## src/rtl/jtss_pkg.sv

```systemverilog
package jtss_pkg;
    typedef enum logic [2:0] {
        ST_IDLE  = 3'd0,
        ST_FETCH = 3'd1,
        ST_LOW   = 3'd2,
        ST_HIGH  = 3'd3,
        ST_EMIT  = 3'd4
    } jtss_state_e;
endpackage

```

## src/rtl/jtss_half_timer.sv

```systemverilog
module jtss_half_timer #(
    parameter int DIV_W = 8
) (
    input  logic             clk,
    input  logic             rst_n,
    input  logic [DIV_W-1:0] half_period,
    input  logic             phase_start,
    output logic             phase_done
);
    logic [DIV_W-1:0] cnt_d, cnt_q;
    logic [DIV_W-1:0] limit;

    // A zero setting behaves like a single clock per phase.
    always_comb begin
        limit      = (half_period == '0) ? DIV_W'(1) : half_period;
        phase_done = ({1'b0, cnt_q} + (DIV_W+1)'(1)) >= {1'b0, limit};
        if (phase_start)
            cnt_d = '0;
        else if (phase_done)
            cnt_d = cnt_q;
        else
            cnt_d = cnt_q + DIV_W'(1);
    end

    always_ff @(posedge clk or negedge rst_n) begin
        if (!rst_n)
            cnt_q <= '0;
        else
            cnt_q <= cnt_d;
    end
endmodule

```

## src/rtl/jtss_tdo_packer.sv

```systemverilog
module jtss_tdo_packer #(
    parameter int BYTE_W = 8,
    localparam int IDX_W = $clog2(BYTE_W)
) (
    input  logic              clk,
    input  logic              rst_n,
    input  logic              clear,
    input  logic              samp_en,
    input  logic [IDX_W-1:0]  samp_idx,
    input  logic              bit_in,
    output logic [BYTE_W-1:0] byte_q
);
    logic [BYTE_W-1:0] byte_d;

    // Clearing before each byte keeps unfilled positions at zero.
    always_comb begin
        byte_d = byte_q;
        if (clear)
            byte_d = '0;
        else if (samp_en)
            byte_d[samp_idx] = bit_in;
    end

    always_ff @(posedge clk or negedge rst_n) begin
        if (!rst_n)
            byte_q <= '0;
        else
            byte_q <= byte_d;
    end
endmodule

```

## src/rtl/jtss_ctrl.sv

```systemverilog
module jtss_ctrl
    import jtss_pkg::*;
#(
    parameter int CNT_W  = 6,
    parameter int BYTE_W = 8,
    localparam int IDX_W  = $clog2(BYTE_W),
    localparam int LEFT_W = CNT_W + 1,
    localparam int FULL_RUN = 1 << CNT_W
) (
    input  logic              clk,
    input  logic              rst_n,
    input  logic              cmd_valid,
    input  logic [CNT_W-1:0]  cmd_count,
    input  logic              cmd_tms,
    input  logic              cmd_capture,
    input  logic [BYTE_W-1:0] tdi_data,
    input  logic              tdi_valid,
    output logic              tdi_ready,
    output logic              tdo_valid,
    input  logic              tdo_ready,
    input  logic              phase_done,
    output logic              phase_start,
    output logic              samp_en,
    output logic [IDX_W-1:0]  samp_idx,
    output logic              pack_clear,
    output logic              busy,
    output logic              tck,
    output logic              tms,
    output logic              tdi
);
    typedef struct packed {
        jtss_state_e       st;
        logic [LEFT_W-1:0] left;
        logic [IDX_W-1:0]  idx;
        logic [BYTE_W-1:0] txb;
        logic              cap;
        logic              tms;
        logic              tck;
        logic              tdi;
    } regs_t;

    regs_t r_d, r_q;
    logic             last_in_byte;
    logic [IDX_W-1:0] nxt_idx;

    always_comb begin
        r_d          = r_q;
        tdi_ready    = 1'b0;
        tdo_valid    = 1'b0;
        phase_start  = 1'b0;
        samp_en      = 1'b0;
        pack_clear   = 1'b0;
        nxt_idx      = r_q.idx + IDX_W'(1);
        last_in_byte = (r_q.idx == IDX_W'(BYTE_W - 1)) || (r_q.left == LEFT_W'(1));

        case (r_q.st)
            ST_IDLE: begin
                if (cmd_valid) begin
                    r_d.left   = (cmd_count == '0) ? LEFT_W'(FULL_RUN) : {1'b0, cmd_count};
                    r_d.tms    = cmd_tms;
                    r_d.cap    = cmd_capture;
                    r_d.idx    = '0;
                    r_d.st     = ST_FETCH;
                    pack_clear = 1'b1;
                end
            end
            ST_FETCH: begin
                tdi_ready = 1'b1;
                if (tdi_valid) begin
                    r_d.txb     = tdi_data;
                    r_d.tdi     = tdi_data[r_q.idx];
                    r_d.tck     = 1'b0;
                    r_d.st      = ST_LOW;
                    phase_start = 1'b1;
                end
            end
            ST_LOW: begin
                if (phase_done) begin
                    samp_en     = r_q.cap;
                    r_d.tck     = 1'b1;
                    r_d.st      = ST_HIGH;
                    phase_start = 1'b1;
                end
            end
            ST_HIGH: begin
                if (phase_done) begin
                    r_d.left = r_q.left - LEFT_W'(1);
                    if (last_in_byte) begin
                        r_d.idx = '0;
                        if (r_q.cap)
                            r_d.st = ST_EMIT;
                        else if (r_q.left == LEFT_W'(1))
                            r_d.st = ST_IDLE;
                        else
                            r_d.st = ST_FETCH;
                    end else begin
                        r_d.idx     = nxt_idx;
                        r_d.tdi     = r_q.txb[nxt_idx];
                        r_d.tck     = 1'b0;
                        r_d.st      = ST_LOW;
                        phase_start = 1'b1;
                    end
                end
            end
            ST_EMIT: begin
                tdo_valid = 1'b1;
                if (tdo_ready) begin
                    pack_clear = 1'b1;
                    r_d.st     = (r_q.left == '0) ? ST_IDLE : ST_FETCH;
                end
            end
            default: r_d.st = ST_IDLE;
        endcase
    end

    always_ff @(posedge clk or negedge rst_n) begin
        if (!rst_n) begin
            r_q.st   <= ST_IDLE;
            r_q.left <= '0;
            r_q.idx  <= '0;
            r_q.txb  <= '0;
            r_q.cap  <= 1'b0;
            r_q.tms  <= 1'b1;
            r_q.tck  <= 1'b1;
            r_q.tdi  <= 1'b1;
        end else begin
            r_q <= r_d;
        end
    end

    assign samp_idx = r_q.idx;
    assign busy     = (r_q.st != ST_IDLE);
    assign tck      = r_q.tck;
    assign tms      = r_q.tms;
    assign tdi      = r_q.tdi;
endmodule

```

## src/rtl/jtag_seq_shifter.sv

```systemverilog
module jtag_seq_shifter #(
    parameter int CNT_W  = 6,
    parameter int DIV_W  = 8,
    parameter int BYTE_W = 8
) (
    input  logic              clk,
    input  logic              rst_n,
    input  logic [DIV_W-1:0]  cfg_half_period,
    input  logic              cmd_valid,
    input  logic [CNT_W-1:0]  cmd_count,
    input  logic              cmd_tms,
    input  logic              cmd_capture,
    output logic              busy,
    input  logic [BYTE_W-1:0] tdi_data,
    input  logic              tdi_valid,
    output logic              tdi_ready,
    output logic [BYTE_W-1:0] tdo_data,
    output logic              tdo_valid,
    input  logic              tdo_ready,
    output logic              tck,
    output logic              tms,
    output logic              tdi,
    input  logic              tdo_in
);
    localparam int IDX_W = $clog2(BYTE_W);

    logic             phase_done;
    logic             phase_start;
    logic             samp_en;
    logic [IDX_W-1:0] samp_idx;
    logic             pack_clear;

    jtss_ctrl #(.CNT_W(CNT_W), .BYTE_W(BYTE_W)) u_ctrl (
        .clk        (clk),
        .rst_n      (rst_n),
        .cmd_valid  (cmd_valid),
        .cmd_count  (cmd_count),
        .cmd_tms    (cmd_tms),
        .cmd_capture(cmd_capture),
        .tdi_data   (tdi_data),
        .tdi_valid  (tdi_valid),
        .tdi_ready  (tdi_ready),
        .tdo_valid  (tdo_valid),
        .tdo_ready  (tdo_ready),
        .phase_done (phase_done),
        .phase_start(phase_start),
        .samp_en    (samp_en),
        .samp_idx   (samp_idx),
        .pack_clear (pack_clear),
        .busy       (busy),
        .tck        (tck),
        .tms        (tms),
        .tdi        (tdi)
    );

    jtss_half_timer #(.DIV_W(DIV_W)) u_timer (
        .clk        (clk),
        .rst_n      (rst_n),
        .half_period(cfg_half_period),
        .phase_start(phase_start),
        .phase_done (phase_done)
    );

    jtss_tdo_packer #(.BYTE_W(BYTE_W)) u_pack (
        .clk     (clk),
        .rst_n   (rst_n),
        .clear   (pack_clear),
        .samp_en (samp_en),
        .samp_idx(samp_idx),
        .bit_in  (tdo_in),
        .byte_q  (tdo_data)
    );
endmodule

```

## config.mk

```make
export PLATFORM = sky130hd
export DESIGN_NAME = jtag_seq_shifter
export DESIGN_NICKNAME = d
export VERILOG_FILES = /design/src/rtl/jtss_pkg.sv /design/src/rtl/jtss_half_timer.sv /design/src/rtl/jtss_tdo_packer.sv /design/src/rtl/jtss_ctrl.sv /design/src/rtl/jtag_seq_shifter.sv
export SDC_FILE = /design/constraint.sdc
export NUM_CORES = 1
export LEC_CHECK = 0
export BUFFER_PORTS_ARGS = -buffer_cell sky130_fd_sc_hd__buf_2
export CAP_MARGIN = 20
export CORE_MARGIN = 2
export CORE_UTILIZATION = 25
export DETAILED_ROUTE_END_ITERATION = 10
export GPL_ROUTABILITY_DRIVEN = 0
export MAX_ROUTING_LAYER = met4
export PLACE_DENSITY = 0.48
export SETUP_SLACK_MARGIN = 0.4
export SLEW_MARGIN = 20
export SYNTH_ARGS = -nofsm -noshare
export SYNTH_HDL_FRONTEND = slang
export SYNTH_SLANG_ARGS = --single-unit
```

## constraint.sdc

```tcl
create_clock -name clk -period 3.7 [get_ports clk]
set_input_delay 0.555 -clock clk [delete_from_list [all_inputs] [get_ports clk]]
set_output_delay 0.555 -clock clk [all_outputs]
set_load 0.01 [all_outputs]
```

### After elaboration in Yosys (flattened, before gate mapping)

Index checks and enable logic that the tools add are counted.

| operators by class | value |
|---|---|
| $lt $le $gt $ge | 4 |
| reductions and logical operators | 17 |
| muxes and demuxes | 43 |
| equality and inequality tests | 13 |
| add/subtract/negate cells | 4 |

Operator list:

| cell | count |
|---|---|
| 8-bit two-way mux | 5 |
| 13-bit two-way mux | 2 |
| 10-bit case mux with 2 select lines | 1 |
| 3-bit two-way mux | 6 |
| 1-bit two-way mux | 16 |
| 3-bit case mux with 5 select lines | 1 |
| 2-bit != test (second input constant) | 6 |
| 5-bit AND reduction | 2 |
| 8-bit by 1-bit adder with 9-bit output (second input constant) | 1 |
| 9-bit by 8-bit >= comparator with 1-bit output | 1 |
| 8-bit by 1-bit adder with 8-bit output (second input constant) | 1 |
| 8-bit bitwise mux | 1 |
| 8-bit zero test | 1 |
| 3-bit by 4-bit less-than comparator with 1-bit output (second input constant) | 2 |
| 7-bit by 1-bit == test with 1-bit output (second input constant) | 1 |
| 7-bit zero test | 1 |
| 7-bit two-way mux | 1 |
| 7-bit by 1-bit subtractor with 7-bit output (second input constant) | 1 |
| 1-bit binary-select mux with 3-bit select | 2 |
| 3-bit by 2-bit == test with 1-bit output (second input constant) | 2 |
| 3-bit == test (second input constant) | 2 |
| 6-bit zero test | 1 |
| 2-bit two-way mux | 3 |
| 1-bit case mux with 3 select lines | 2 |
| other kinds (14) | 19 |

| storage, ports and cells | value |
|---|---|
| output and inout port bits | 14 |
| register bits after elaboration | 41 |

### Longest topological paths before layout

Gate-level depths: netlist (run 1).

| depth | value |
|---|---|
| depth in word-level cells | 7 |
| mapped depth | 12 |
| depth with buffers taken out | 10 |

### Cells and area by module

From an unflattened synthesis (run 1), not the netlist that was laid out.

| second synthesis, totals | value |
|---|---|
| cell total of the unflattened synthesis | 275 |
| area total of the unflattened synthesis | 2673.8 µm² |

Modules (own cells, without submodules):

| module | instances | area each (µm²) | seq. area each (µm²) | cells each |
|---|---|---|---|---|
| jtss_ctrl | 1 | 1515.2 | 629.4 | 160 |
| jtss_half_timer | 1 | 732.0 | 200.2 | 81 |
| jtss_tdo_packer | 1 | 426.7 | 200.2 | 34 |

### Least setup slack after synthesis (run 1)

Ideal clock, no wire load.

| timing path | value |
|---|---|
| kind | register to register |
| from | register u_timer.cnt_q[0] |
| to | register u_timer.cnt_q[3] |
| period minus slack after synthesis | 3.035 ns |
| path buffers | 1 |
| setup slack | 0.665 ns |
| cell stages (with the launch flop) | 12 |
| arrival | 2.958 ns |
| cell sequence | dfrtp_1 > ha_1 > nand3_1 > or2_2 > xnor2_1 > ha_1 > a21o_1 > a221o_2 > a211o_1 > buf_6 > or3_1 > a21oi_1 |

| between the ends | value |
|---|---|
| word-level cells in the longest chain between the ends | 5 |
| elaborated cells between the ends (all ways) | 9 |
| those cells by class | add/sub (2); order compare (1); eq/ne (1); mux (5) |

Ends and longest elaborated chain:

| item | RTL line | RTL |
|---|---|---|
| start: declaration | jtss_half_timer.sv:10 | `logic [DIV_W-1:0] cnt_d, cnt_q;` |
| start signal: assignment | jtss_half_timer.sv:29 | `cnt_q <= cnt_d;` |
| 8-bit by 1-bit adder with 9-bit output | jtss_half_timer.sv:16 | `phase_done = ({1'b0, cnt_q} + (DIV_W+1)'(1)) >= {1'b0, limit};` |
| 9-bit by 8-bit >= comparator with 1-bit output | jtss_half_timer.sv:16 |  |
| 1-bit two-way mux, on equally long branches | jtss_ctrl.sv:86, jtss_ctrl.sv:78 |  |
| 1-bit case mux with 3 select lines | jtss_ctrl.sv:56 | `case (r_q.st)` |
| 2-bit by 1-bit != test with 1-bit output (no source line) / 8-bit two-way mux (equally long branches) | -- |  |

Parallel ways exist; a longest one is shown, timed or not. The select of a mux whose other input is x is not followed.
A chain may end at the register's enable or synchronous reset.

### Worst setup path after layout (run 1)

| timing path | value |
|---|---|
| from | register u_timer.cnt_q[0] |
| to | register u_timer.cnt_q[4] |

The elaborated chain is that of the path after synthesis.

==> results of run 1 <==
-- worst max-delay path by stage --
stage | from | end | slack [ns] | cells past startpoint
final | u_timer.cnt_q[0] | u_timer.cnt_q[4] | 0.57 | 10
after CTS | u_timer.cnt_q[0] | u_ctrl.r_q[20] | 0.41 | 11
after global routing | u_timer.cnt_q[0] | u_timer.cnt_q[7] | 0.44 | 10
after floorplan | u_timer.cnt_q[0] | u_timer.cnt_q[3] | 0.66 | 11
after global placement | u_timer.cnt_q[0] | u_ctrl.samp_idx[0] | 0.28 | 10
after detailed placement | u_timer.cnt_q[0] | u_ctrl.samp_idx[0] | 0.23 | 10
-- per-stage QoR --
step | cell area (sq um) | hold slack (ns) | setup WS (ns)
finish | 3157 | 0.2345 | 0.5688
global route | 3157 | 0.2800 | 0.4422
CTS | 3113 | 0.4475 | 0.4066
detailed placement | 3004 | 0.4938 | 0.2257
global placement | 3004 | 0.4898 | 0.2787
floorplan | 2659 | 0.2594 | 0.6647
-- flip-flops by register name, summed over array words and instances (netlist names) --
register / flops
u_ctrl.r_q: 19
u_ctrl.samp_idx: 3
u_ctrl.tck: 1
u_ctrl.tdi: 1
u_ctrl.tms: 1
u_pack.byte_q: 8
u_timer.cnt_q: 8
-- cell usage after synthesis, types with 3 or more instances --
cell type | n | share of area
mux4_2 | 4 | 0.034
dfstp_2 | 3 | 0.030
nor3_1 | 6 | 0.011
nand2_1 | 24 | 0.034
a21oi_1 | 23 | 0.043
xnor2_1 | 6 | 0.020
inv_1 | 12 | 0.017
nor4_1 | 4 | 0.0094
clkbuf_1 | 5 | 0.0071
dfrtp_1 | 38 | 0.36
ha_1 | 14 | 0.066
nand2b_1 | 3 | 0.0071
o22a_1 | 3 | 0.0099
and3_1 | 3 | 0.0071
nand3_1 | 7 | 0.013
nor3b_1 | 4 | 0.011
o21ai_0 | 11 | 0.021
a22o_1 | 4 | 0.013
mux2_2 | 13 | 0.055
nor2_1 | 13 | 0.018
mux2i_1 | 8 | 0.030
or3_1 | 6 | 0.014
nor2b_1 | 5 | 0.012
o22ai_1 | 4 | 0.0094
-- cell type report --
cell class,count,area (sq um),share of cell area
clock buffer,6,72.57,0.02299
clock inverter,2,10.01,0.003171
inverter,12,45.04,0.01427
multi-input combinational,206,1565,0.4958
sequential,41,1031,0.3266
tap,136,170.2,0.05390
timing repair buffer,49,262.8,0.08323
-- per-layer routing --
| layer | routed length, microns | GRT usage |
|---|---|---|
| met5 | 0 | - |
| met4 | 76 | 0.03340 |
| met3 | 267 | 0.01824 |
| met2 | 3020 | 0.1890 |
| met1 | 3169 | 0.1536 |
-- power by group through the flow --
| stage | Sequential (mW) | Combinational, mW | Clock [mW] |
|---|---|---|---|
| 6_report | 0.769 | 0.986 | 0.292 |
| 5_1_grt | 0.795 | 1.09 | 0.326 |
| 4_1_cts | 0.762 | 0.954 | 0.305 |
| 3_5_place_dp | 0.770 | 0.926 | 0 |
| 3_3_place_gp | 0.766 | 0.922 | 0 |
| 2_1_floorplan | 0.708 | 0.748 | 0 |
-- worst max-delay path, stage by stage (launching register included) --
cell and delay (ns):
dfrtp_2 0.42, ha_4 0.18, nand3_2 0.13, or2_2 0.35, xnor2_1 0.13, ha_1 0.30, a21o_1 0.18, a221o_2 0.47
a211o_4 0.41, or3_1 0.33, a21oi_1 0.16
-- cell families after synthesis --
group | count (synthesis) | synth area share
AOI/OAI and AO/OA | 71 | 0.1915
xor gates and xnor gates | 7 | 0.02306
adders and majority gates | 14 | 0.06588
buffers and inverters | 22 | 0.03764
DFF | 41 | 0.3873
muxes | 26 | 0.1233
and+or+nand+nor | 87 | 0.1713
-- repair_timing --
action / 4_1_cts / 5_1_grt
pin swaps: 3 / 3
cloned: 0 / 1
endpoints found under the setup margin: 20 / 26
setup buffers: 2 / 2
gates resized for setup: 3 / 3
==> results.yml, run 1 <==
sta:
  relSlewSlack: 0.5071
  finalClockSkew_ns: 0.002590
  setup_tns_ns: 0
  rsz0062_at_grt: "no"
  fmax_mhz: 319.4
  hold_viol_final: 0
  maxSlewViolCount: 0
  worst_pin_slew_ns: 0.7337
  period_share: 0.8463
  fin_crit_ns: 3.131
  finalSetupViolCount: 0
logic_synthesis:
  synth_edf_count: 0
  yosysWarnings: 0
  synth_seq_cells: 41
  async_reset_ff_frac: 1.000
  ys.flop_type: "dfrtp_1"
  avgSynthCellArea_sq_um: 9.921
  ys_types: 56
  yosysSeqAreaShare: 0.3873
  synth_fp_nets: 312
  syn_area_sq_mm: 0.002659
  synthCells: 268
final_layout:
  diodes: 0
  fillers: 1082
  final_common_cell: "buf_2"
  final_nets: 359
  final_cell_count_no_fill: 452
  area_growth_pct: 18.73
  drive_above_1_share: 0.2911
  final_cell_mix: "buf_2 (42), dfrtp_1 (37), nand2_1 (24), a21oi_1 (23)"
  fin_util: 0.3058
clock_network:
  cts.path.max_buffers: 2
  cts.clk_slew.worst_paths_ns: 0.08
  cts-root-buf: "clkbuf_8"
  holdBufCountCts: 0
  cts_num_sinks: 41
  clk_latency_ns: 0.30
  cts_tree: "done"
  htreeDepth: 2
  cts_made_buffers: 5
pwr:
  total_power_mw: 2.047
  power_density_mw_per_mm2: 648.6
  ir_worst_vdd_mv: 0.2506
  net-switching-power_mw: 0.8476
  swShare: 0.4140
  p_leak_nw: 1.407
  pwr-share-seq: 0.376
  internal-power_mw: 1.200
  clock_power_share: 0.143
  pwr-share-comb: 0.482
routing:
  viasPerCell: 4.931
  wl_per_cell_microns: 14.46
  drc_errors: 0
  vias: 2229
  ant_nets: 0
  first_iter_violations: 222
  routed_wl_mm: 6.534
  dr.pass1.iters: 4
critical_path:
  critPathLaunchType: "flip-flop"
  cp-end-kind: "flip-flop"
  r2r_slack_ns: 0.57
  worst_r2r_path_depth: 10
  r2r_start: "u_timer.cnt_q[0]"
  path_class: "reg2reg"
  required_ns: 3.92
  worstPathArrival_ns: 3.36
  crit_fanout: 10
  rr_endpoint: "u_timer.cnt_q[4]"
placed_design:
  dp_cells: 439
  dp_hpwl_mm: 4.624
  numPortBuffers: 43
grt:
  grt_pass1_vias: 2071
  track_usage: 0.1175
  grt_antenna_before_repair: 0
  grt_pass1_wl_mm: 10.40
  grt_start_max_net_pins: 42
  grt-ovfl-total: 0
floorplan:
  die_y_microns: 107.1
  start_util: 0.2575
  dieArea_sq_mm: 0.01148
  row_count: 37
  die_x_microns: 107.1
  core_region_area_sq_mm: 0.01032
  top_level_ports: 44
status:
  status: "finished clean"
worst_hold_path:
  hold_path_class: "in2async"
run:
  maxCapViolations: 0
No activity file was read; power rests on OpenSTA's default activity.
==> run 2, diff against run 1 <==
Settings changed: ABC_AREA set to 1, PLACE_DENSITY 0.48 to 0.49.
Clock period 3.7 ns to 2.7 ns, I/O delays scaled along.
==> run 2 against run 1 <==
Compared with the run above:
- global-route usage rose by 0.49 points
- via count rose by 7.0%
- area after synthesis rose by 1.5%
- final area increased by 3.2%
- non-clock buffer count rose by 5
- highest routed layer unchanged
==> results.yml, run 2 <==
grt:
  grt_start_max_net_pins: 42
  track_usage: 0.1224
  grt_pass1_wl_mm: 11.00
  grt_pass1_vias: 2318
  grt-ovfl-total: 0
  grt_antenna_before_repair: 0
critical_path:
  worstPathArrival_ns: 2.50
  cpMostUsedCell: "nand2_1"
  critPathSlowestCell: "dfrtp_1"
  path_class: "reg2reg"
  cp_cell_sequence: "ha_2 > nand3_4 > nor2_2 > xor2_2 > ha_1 > a21oi_1 > nand2_1 > nand2_2 > nand3_2 > nand2_4 > buf_12 > nand2_1 > o21ai_2"
  required_ns: 2.92
  crit_fanout: 9
  crit_family: "simple AND/OR/NAND/NOR gates"
  cp-end-kind: "flip-flop"
  crit_path_start: "u_timer.cnt_q[0]"
  critPathLaunchType: "flip-flop"
  r2r_start: "u_timer.cnt_q[0]"
  crit_buf_inv: 1
  critPathMaxStageDelay_ns: 0.37
logic_synthesis:
  synth.top_cell.area_share: 0.3525
  yosysSeqAreaShare: 0.3817
  synth_seq_cells: 41
  yosysWarnings: 0
  async_reset_ff_frac: 1.000
  ys_types: 40
  yosys.area_share.adder: 0.06494
  yosys.cell_count.top_type: "nand2_1"
  avgSynthCellArea_sq_um: 7.752
  synth_top_family_by_area: "simple AND/OR/NAND/NOR gates"
  yosys.area_share.simple: 0.2890
  yosys-top-cells-area: "dfrtp_1 (35%), nand2_1 (12%), ha_1 (6.5%)"
  synth-compound-area-share: 0.1215
  ys.flop_type: "dfrtp_1"
  synth_fp_nets: 392
  synth-xor-area-share: 0.02597
  synth.largest_area_cell: "dfrtp_1"
  yosys-top-cells-count: "nand2_1 (87), inv_1 (42), dfrtp_1 (38), nor2_1 (24), nand3_1 (23)"
  synth_edf_count: 0
  synthCells: 348
  syn_area_sq_mm: 0.002698
  synth.mux.area_fraction: 0.01623
clock_network:
  clk_latency_ns: 0.29
  cts.clk_slew.worst_paths_ns: 0.08
  cts-root-buf: "clkbuf_8"
  htreeDepth: 2
  cts_tree: "done"
  cts_num_sinks: 41
  cts.path.max_buffers: 2
  cts_made_buffers: 5
  holdBufCountCts: 0
routing:
  ant_nets: 0
  wl_per_cell_microns: 12.07
  vias: 2385
  routed_wl_mm: 6.482
  viasPerCell: 4.441
  dr.pass1.iters: 4
  drc_errors: 0
  first_iter_violations: 141
floorplan:
  top_level_ports: 44
  die_y_microns: 107.9
  core_region_area_sq_mm: 0.01042
  start_util: 0.2590
  row_count: 37
  dieArea_sq_mm: 0.01164
  die_x_microns: 107.9
final_layout:
  diodes: 0
  regMostFlops: "u_ctrl.r_q"
  top_regs: "u_ctrl.r_q: 19 flops, u_pack.byte_q: 8 flops, u_timer.cnt_q: 8 flops"
  final_common_cell: "nand2_1"
  drive_above_1_share: 0.2519
  final_nets: 444
  area_growth_pct: 20.78
  largest_reg_flops: 19
  final_cell_mix: "nand2_1 (85), inv_1 (42), buf_2 (42), dfrtp_1 (38), nor2_1 (24)"
pwr:
  ir_worst_vdd_mv: 0.3535
  power_density_mw_per_mm2: 888.8
  total_power_mw: 2.896
  p_leak_nw: 1.634
run:
  maxCapViolations: 0
sta:
  finalClockSkew_ns: 0.01014
  finalSetupViolCount: 0
  setup_tns_ns: 0
  fin_crit_ns: 2.279
  maxSlewViolCount: 0
  setup_ws_ns: 0.4213
  worst_pin_slew_ns: 0.5538
  fmax_mhz: 438.9
  period_share: 0.8440
  relSlewSlack: 0.6308
  rsz0062_at_grt: "yes"
  hold_viol_final: 0
placed_design:
  preCtsSetupSlack_ns: 0.1996
  dp_hpwl_mm: 4.828
  numPortBuffers: 43
worst_hold_path:
  hold_path_class: "in2async"
status:
  status: "finished clean"
[run 2: cell types whose count changed in the layout (fill, tap and decap cells not counted), moves of 7 or more]
| cell | before | now |
|---|---|---|
| inv_1 | 12 | 42 |
| nand4_1 | 2 | 10 |
| mux2_2 | 13 | 3 |
| nor2_1 | 13 | 24 |
| nand2_1 | 24 | 85 |
| mux2i_1 | 8 | 1 |
| nand3_1 | 6 | 21 |
[run 2: per-layer routing]
layer  global-route usage  vias to the layer above  wire [microns]
li1                     -                     1243               -
met1               0.1632                     1104            3234
met2               0.1977                       36            3001
met3              0.02119                        2             231
met4              0.02198                        0              14
met5                    -                        -               0
[run 2: cell families after synthesis]
logic type	after synthesis
AO/OA/AOI/OAI	56
flip-flops	41
buffers and inverters	56
multiplexers	4
adder cells (fa/ha/maj)	14
XOR/XNOR	8
AND/OR/NAND/NOR	169
[run 2: path summary, 6_finish.rpt]
check / depth (start not counted) / endpoint / slack [ns]
max: 13 / u_ctrl.r_q[15] / 0.42
min: 1 / u_ctrl.r_q[9] / 0.1
max reg2reg: 13 / u_ctrl.r_q[15] / 0.42
min reg2reg: 2 / u_ctrl.r_q[4] / 0.47
max in group asynchronous: 1 / u_ctrl.tck / 2.23
min in group clk: 2 / u_ctrl.tms / 0.35
[run 2: stage by stage]
step	utilization	instance area, sq um	hold slack, ns	instances
global placement	0.2886	3007	0.4563	520
floorplan	-	2698	0.1094	348
detailed placement	0.2886	3007	0.4645	520
finish	0.3128	3258	0.09746	537
global route	0.3128	3258	0.1386	537
CTS	0.3094	3223	0.3116	537
[run 2: report_power, final]
group          switching (mW)  internal (mW)
clock                   0.225          0.232
combinational           0.861          0.592
sequential              0.162          0.824
[run 2: cell type report]
class / instances / area [sq um]
Fill cell: 1131 / 7158
Multi-Input combinational cell: 252 / 1468
Sequential cell: 41 / 1030
Timing Repair Buffer: 54 / 316.6
Inverter: 46 / 172.7
Tap cell: 136 / 170.2
Clock buffer: 7 / 96.34
Clock inverter: 1 / 5.005
[run 2: what timing repair did]
| item | 4_1_cts | 5_1_grt |
|---|---|---|
| gates cloned | 2 | 0 |
| setup endpoints to repair | 30 | 31 |
| resized for setup | 9 | 6 |
| setup buffers | 7 | 0 |
| pin swaps | 1 | 4 |
